--- src/rtl/pwm_gate_pkg.sv ---
package pwm_gate_pkg;

  typedef enum logic {SRC_FREE = 1'b0, SRC_LOCKED = 1'b1} src_mode_e;

  // Longest allowed on-time for a period, in cycles (rounded down).
  function automatic logic [31:0] duty_ceiling(input logic [31:0] period,
                                               input logic [31:0] pct);
    return (period * pct) / 32'd100;
  endfunction

  // Inclusive range test.
  function automatic logic in_window(input logic [31:0] v,
                                     input logic [31:0] lo,
                                     input logic [31:0] hi);
    return (v >= lo) && (v <= hi);
  endfunction

endpackage

--- src/rtl/pwm_sync_qual.sv ---
module pwm_sync_qual
  import pwm_gate_pkg::*;
#(
  parameter int SYNC_MIN_W   = 10,
  parameter int SYNC_MAX_W   = 790,
  parameter int SYNC_MIN_PER = 333,
  parameter int SYNC_MAX_PER = 847,
  parameter int CW           = 11
) (
  input  logic          clk_i,
  input  logic          rst_ni,
  input  logic          sync_i,
  output logic          accept_o,
  output logic [CW-1:0] gap_o
);
  localparam int WW = $clog2(SYNC_MAX_W + 2);
  localparam logic [WW-1:0] W_SAT = WW'(SYNC_MAX_W + 1);
  localparam logic [CW-1:0] G_SAT = CW'(2 * SYNC_MAX_PER);

  logic          meta_q, samp_q, samp_d;
  logic [WW-1:0] high_cnt;
  logic [CW-1:0] gap_cnt;
  logic          fall_evt, width_ok;

  assign fall_evt = samp_d & ~samp_q;
  assign width_ok = fall_evt &
                    in_window(32'(high_cnt), 32'(SYNC_MIN_W), 32'(SYNC_MAX_W));
  assign accept_o = width_ok &
                    in_window(32'(gap_cnt), 32'(SYNC_MIN_PER), 32'(SYNC_MAX_PER));
  assign gap_o    = gap_cnt;

  always_ff @(posedge clk_i or negedge rst_ni) begin
    if (!rst_ni) begin
      meta_q   <= 1'b0;
      samp_q   <= 1'b0;
      samp_d   <= 1'b0;
      high_cnt <= '0;
      gap_cnt  <= G_SAT;
    end else begin
      meta_q <= sync_i;
      samp_q <= meta_q;
      samp_d <= samp_q;
      if (!samp_q)                high_cnt <= '0;
      else if (high_cnt != W_SAT) high_cnt <= high_cnt + 1'b1;
      if (width_ok)               gap_cnt <= CW'(1);
      else if (gap_cnt != G_SAT)  gap_cnt <= gap_cnt + 1'b1;
    end
  end

endmodule

--- src/rtl/pwm_period_timer.sv ---
module pwm_period_timer
  import pwm_gate_pkg::*;
#(
  parameter int PERIOD_CYC   = 769,
  parameter int SYNC_MAX_PER = 847,
  parameter int MAX_DUTY_PCT = 98,
  parameter int CW           = 11
) (
  input  logic          clk_i,
  input  logic          rst_ni,
  input  logic          en_i,
  input  logic          accept_i,
  input  logic [CW-1:0] gap_i,
  output logic [CW-1:0] cnt_o,
  output logic          cycle_start_o,
  output logic [CW-1:0] on_limit_o,
  output src_mode_e     mode_o
);
  localparam logic [CW-1:0] WRAP_AT  = CW'(PERIOD_CYC - 1);
  localparam logic [CW-1:0] LOST_AT  = CW'(2 * SYNC_MAX_PER - 1);
  localparam logic [CW-1:0] FREE_LIM =
    CW'(duty_ceiling(32'(PERIOD_CYC), 32'(MAX_DUTY_PCT)));

  logic [CW-1:0] cnt_q, lim_q;
  src_mode_e     mode_q;
  logic          wrap, lost;

  assign wrap          = (mode_q == SRC_FREE)   && (cnt_q == WRAP_AT);
  assign lost          = (mode_q == SRC_LOCKED) && (cnt_q == LOST_AT);
  assign cycle_start_o = en_i & (accept_i | wrap | lost);
  assign cnt_o         = cnt_q;
  assign on_limit_o    = lim_q;
  assign mode_o        = mode_q;

  always_ff @(posedge clk_i or negedge rst_ni) begin
    if (!rst_ni) begin
      cnt_q  <= '0;
      lim_q  <= FREE_LIM;
      mode_q <= SRC_FREE;
    end else if (!en_i) begin
      cnt_q  <= '0;
      lim_q  <= FREE_LIM;
      mode_q <= SRC_FREE;
    end else if (cycle_start_o) begin
      cnt_q <= '0;
      if (accept_i) begin
        mode_q <= SRC_LOCKED;
        lim_q  <= CW'(duty_ceiling(32'(gap_i), 32'(MAX_DUTY_PCT)));
      end else if (lost) begin
        mode_q <= SRC_FREE;
        lim_q  <= FREE_LIM;
      end
    end else begin
      cnt_q <= cnt_q + 1'b1;
    end
  end

endmodule

--- src/rtl/pwm_gate_stage.sv ---
module pwm_gate_stage #(
  parameter int BLANK_CYC = 17,
  parameter int CW        = 11
) (
  input  logic          clk_i,
  input  logic          rst_ni,
  input  logic          en_i,
  input  logic [CW-1:0] cnt_i,
  input  logic          cycle_start_i,
  input  logic [CW-1:0] on_limit_i,
  input  logic          duty_done_i,
  input  logic          ilim_i,
  output logic          gate_o,
  output logic          cut_o
);
  localparam logic [CW-1:0] BLANK_END = CW'(BLANK_CYC);

  logic run_q, on_win, blanked;

  assign on_win  = (cnt_i != '0) && (cnt_i <= on_limit_i);
  assign blanked = (cnt_i <= BLANK_END);
  assign cut_o   = on_win & (duty_done_i | (ilim_i & ~blanked));
  assign gate_o  = en_i & run_q & on_win;

  always_ff @(posedge clk_i or negedge rst_ni) begin
    if (!rst_ni)            run_q <= 1'b1;
    else if (!en_i)         run_q <= 1'b1;
    else if (cycle_start_i) run_q <= 1'b1;
    else if (cut_o)         run_q <= 1'b0;
  end

endmodule

--- src/rtl/pwm_sync_gate.sv ---
module pwm_sync_gate
  import pwm_gate_pkg::*;
#(
  parameter int PERIOD_CYC   = 769,
  parameter int BLANK_CYC    = 17,
  parameter int MAX_DUTY_PCT = 98,
  parameter int SYNC_MIN_W   = 10,
  parameter int SYNC_MAX_W   = 790,
  parameter int SYNC_MIN_PER = 333,
  parameter int SYNC_MAX_PER = 847
) (
  input  logic clk_i,
  input  logic rst_ni,
  input  logic sync_i,
  input  logic en_i,
  input  logic duty_done_i,
  input  logic ilim_i,
  output logic gate_o
);
  localparam int CW = $clog2(2 * SYNC_MAX_PER + 1);

  logic          accept;
  logic [CW-1:0] gap;
  logic [CW-1:0] cnt;
  logic          cycle_start;
  logic [CW-1:0] on_limit;
  src_mode_e     mode;
  logic          cut;

  pwm_sync_qual #(
    .SYNC_MIN_W(SYNC_MIN_W), .SYNC_MAX_W(SYNC_MAX_W),
    .SYNC_MIN_PER(SYNC_MIN_PER), .SYNC_MAX_PER(SYNC_MAX_PER), .CW(CW)
  ) u_qual (
    .clk_i(clk_i), .rst_ni(rst_ni), .sync_i(sync_i),
    .accept_o(accept), .gap_o(gap)
  );

  pwm_period_timer #(
    .PERIOD_CYC(PERIOD_CYC), .SYNC_MAX_PER(SYNC_MAX_PER),
    .MAX_DUTY_PCT(MAX_DUTY_PCT), .CW(CW)
  ) u_timer (
    .clk_i(clk_i), .rst_ni(rst_ni), .en_i(en_i),
    .accept_i(accept), .gap_i(gap), .cnt_o(cnt),
    .cycle_start_o(cycle_start), .on_limit_o(on_limit), .mode_o(mode)
  );

  pwm_gate_stage #(.BLANK_CYC(BLANK_CYC), .CW(CW)) u_gate (
    .clk_i(clk_i), .rst_ni(rst_ni), .en_i(en_i), .cnt_i(cnt),
    .cycle_start_i(cycle_start), .on_limit_i(on_limit),
    .duty_done_i(duty_done_i), .ilim_i(ilim_i),
    .gate_o(gate_o), .cut_o(cut)
  );

endmodule

--- config.mk ---
export PLATFORM = sky130hd
export DESIGN_NAME = pwm_sync_gate
export DESIGN_NICKNAME = d
export VERILOG_FILES = /design/src/rtl/pwm_gate_pkg.sv /design/src/rtl/pwm_sync_qual.sv /design/src/rtl/pwm_period_timer.sv /design/src/rtl/pwm_gate_stage.sv /design/src/rtl/pwm_sync_gate.sv
export SDC_FILE = /design/constraint.sdc
export NUM_CORES = 1
export LEC_CHECK = 0
export ABC_AREA = 1
export CORE_MARGIN = 3
export CORE_UTILIZATION = 45
export DETAILED_ROUTE_END_ITERATION = 7
export PLACE_DENSITY = 0.57
export SYNTH_ARGS = -nofsm -noshare
export SYNTH_HDL_FRONTEND = slang
export SYNTH_HIERARCHICAL = 1
export SYNTH_SLANG_ARGS = --single-unit
--- constraint.sdc ---
create_clock -name clk_i -period 31.1 [get_ports clk_i]
set_clock_uncertainty 0.1 [all_clocks]
set_input_delay 6.22 -clock clk_i [delete_from_list [all_inputs] [get_ports clk_i]]
set_output_delay 6.22 -clock clk_i [all_outputs]
set_load 0.05 [all_outputs]
[After elaboration in Yosys (flattened, before gate mapping)]
Cells that the tools add are included.
Operators by class
  bitwise gates (word level): 14
  add/subtract/negate cells: 3
  reduce and logical (&&, ||, !) cells: 8
  order comparisons: 6
  div/mod/pow operators: 1
  $mul: 1
  muxes and demuxes: 17
  equal/unequal tests: 8
Operators with widths (count)
  2-to-1 mux 11 bit: 8
  divider 18 x 7 -> 32 bit (second input constant): 1
  adder 11 x 1 -> 11 bit (second input constant): 2
  2-to-1 mux 10 bit: 2
  multiplier 11 x 6 -> 17 bit (second input constant): 1
  == test 11 x 10 -> 1 bit (second input constant): 1
  == test 11 bit (second input constant): 1
  greater-or-equal comparator 11 x 9 -> 1 bit (second input constant): 1
  <= comparator 11 x 10 -> 1 bit (second input constant): 1
  <= comparator 11 bit: 1
  <= comparator 11 x 5 -> 1 bit (second input constant): 1
  != test 11 bit (second input constant): 1
  nonzero test 11 bit: 1
  adder 10 x 1 -> 10 bit (second input constant): 1
  greater-or-equal comparator 10 x 4 -> 1 bit (second input constant): 1
  <= comparator 10 bit (second input constant): 1
  != test 10 bit (second input constant): 1
  AND 1 bit: 8
  2-to-1 mux 1 bit: 7
  != test 3 x 1 -> 1 bit (second input constant): 2
  logical AND 1 bit: 5
  inverter 1 bit: 3
  OR 1 bit: 3
  != test 2 x 1 -> 1 bit (second input constant): 1
  other kinds (3): 3
Storage, ports and cells
  input bits: 6
  output and inout port bits: 1
  register bits after elaboration: 48

[Longest topological paths before layout]
  word-level depth: 9
  gate-level depth with buffers: 101
  gate-level depth less buffers: 96

[Modules after synthesis]
The synthesis kept the hierarchy.
Modules (own cells, without submodules)
  pwm_period_timer: sequential area each 583.1 um2, cells an instance 1203, instances 1, area each 7173.1 um2
  pwm_sync_qual: sequential area each 609.3 um2, cells an instance 219, instances 1, area each 1592.8 um2
  pwm_gate_stage: sequential area each 26.3 um2, cells an instance 80, instances 1, area each 445.4 um2

[Worst setup path before layout]
Ideal clock, no wire load.
  path kind: input to output
  start: input port en_i
  end: output port gate_o
  data arrival time: 6.913 ns
  data required time: 24.780 ns
  stages: 2
  slack: 17.867 ns
  cells stage by stage: nand2_1 nor2_1
Between the ends
  word-level cells in the longest chain between the ends: 2
RTL lines
  start, declared: RTL line pwm_sync_gate.sv:15  | input logic en_i,
  AND 1 bit (2 in series): RTL line pwm_gate_stage.sv:23  | assign gate_o = en_i & run_q & on_win;
  end, declared: RTL line pwm_sync_gate.sv:18  | output logic gate_o
Every way passes these cells.

[Worst setup path in the final report]
Same ends and word-level chain as after synthesis.

==> results.py <==
metrics = {
    "die": {
        "coreArea_um2": 19800,
        "die_x_um": 149,
        "start_util_pct": 46.5,
        "die_h_um": 149,
        "die-area_um2": 22200,
        "boundaryPins": 7,
        "rows": 51,
    },
    "critical_path": {
        "r2r_cells": 76,
        "ff2ff_setup_slack_ns": 17.32,
        "end_kind": "primary output",
        "required_ns": 24.78,
        "critPathLaunchType": "input port",
        "reg2reg_to": "u_timer/on_limit_o[0]",
        "crit_arrival_ns": 7.74,
        "criticalPathCategory": "input port to primary output",
        "regToRegStartpoint": "u_qual/gap_o[3]",
        "crit_fanout": 5,
    },
    "synth": {
        "yosysWarnings": 6,
        "synthesis.area_um2": 9210,
        "syn-num-nets": 1574,
        "syn_area_per_cell_um2": 6.13,
        "synthCells": 1501,
    },
    "timing": {
        "worstMarginPinSlew_ns": 0.777,
        "max_slew_margin_pct": 48.1,
        "max_freq_mhz": 71.1,
        "whs_ns": 0.255,
        "report.final.slew_viol_count": 0,
        "tns_ns": 0,
        "hold_viol": 0,
        "fin_crit_ns": 14.06,
        "rsz0062_at_grt": "no",
        "setup_viol": 0,
        "post-route-period-util_pct": 45.2,
    },
    "cts": {
        "cts.path.max_buffers": 2,
        "clock_tree.root_cell": "clkbuf_16",
        "cts-buffers-inserted": 5,
        "clkTransAtPathRegs_ns": 0.06,
        "cts.hold.buffers_added": 0,
        "cts_tree": "yes",
        "htreeDepth": 2,
        "clk_latency_ns": 0.29,
        "post_cts_buffers": 0,
        "cts-resized-gates": 0,
        "cts.sinks": 48,
    },
    "layout": {
        "final_common_cell": "nand2_1",
        "regArea_um2": 1220,
        "diodes": 0,
        "num-nets-final": 1569,
        "n_fill_cell": 2147,
        "fin_area_um2": 9540,
        "final_cell_mix": "nand2_1 (433), inv_1 (206), nand3_1 (132), nor2_1 (132), nand2_2 (69)",
        "layout-drive-gt1-share_pct": 17.1,
        "multi_input_area_um2": 6840,
        "syn_to_final_growth_pct": 3.56,
    },
    "global_route": {
        "grt_pass1_vias": 8088,
        "gr-total-overflow": 0,
        "track_usage_pct": 20.7,
        "grt_pass1_wl_um": 39200,
        "antenna_found_initial": 0,
        "grt_max_degree": 49,
    },
    "routing": {
        "firstDrtPassIters": 5,
        "vias_per_cell": 5.02,
        "vias": 8851,
        "drtIter0Drc": 413,
        "routedWlPerCell_um": 12.8,
        "totalWireLength_um": 22600,
        "drtAntennaViolNets": 0,
        "drc_errors": 0,
    },
    "worst_hold_path": {
        "hold_class": "register to register",
        "min_to": "u_qual/samp_q",
        "hold_depth": 0,
        "holdCritStartpoint": "u_qual/meta_q",
    },
    "job": {
        "cap_violations": 0,
    },
    "placed_design": {
        "gp_congestion": 0.849,
        "hpwlAfterDp_um": 18500,
        "post_dp_cell_area_um2": 9380,
        "io_buffers": 6,
    },
    "status": {
        "outcome": "complete, no violations",
    },
}
==> through the flow <==
stage                     util (%)  std cells  setup slack, ns
after floorplan                  -       1501            17.87
after global placement        47.4       1754            17.05
after detailed placement      47.4       1754            17.04
after CTS                     48.2       1762            17.03
after global routing          48.2       1762            15.77
final                         48.2       1762            17.04
==> worst max path at each step <==
stage / start / depth (start not counted) / slack (ns) / end
final: en_i / 4 / 17.04 / gate_o
after global routing: u_qual/gap_o[3] / 76 / 15.77 / u_timer/on_limit_o[0]
after CTS: en_i / 4 / 17.03 / gate_o
after detailed placement: en_i / 4 / 17.04 / gate_o
after global placement: en_i / 4 / 17.05 / gate_o
after floorplan: en_i / 2 / 17.87 / gate_o
==> final cells by class <==
class / instances / area share, %
Inverter: 244 / 9.66
Clock buffer: 7 / 1.50
Clock inverter: 1 / 0.0919
Multi-Input combinational cell: 1188 / 71.7
Tap cell: 265 / 3.48
Sequential cell: 48 / 12.8
Timing Repair Buffer: 9 / 0.814
==> layer usage <==
metal  vias up  track usage (%)  part of all wire (%)
li1       4768                -                     -
met1      3971             31.1                    53
met2        99             33.7                    44
met3        13             1.22                   2.2
met4         0             2.47                  0.86
met5         -                0                     0
==> worst max-delay path, cell delays in order <==
cell and delay, ns:
clkdlybuf4s50_1 0.54, nand2_1 0.08, nor2_1 0.10, clkdlybuf4s50_1 0.80
==> state kept, by name (all words and copies together), names as in the netlist <==
name                count
u_qual/meta_q           1
u_timer/cnt_o          11
u_qual/high_cnt        10
u_timer/on_limit_o     11
u_qual/samp_d           1
u_qual/gap_o           11
u_timer/mode_o          1
u_qual/samp_q           1
u_gate/run_q            1
Power is left out: the tool's default activity adds up to more than one toggle a clock period on the data nets, which glitch-free logic cannot reach.
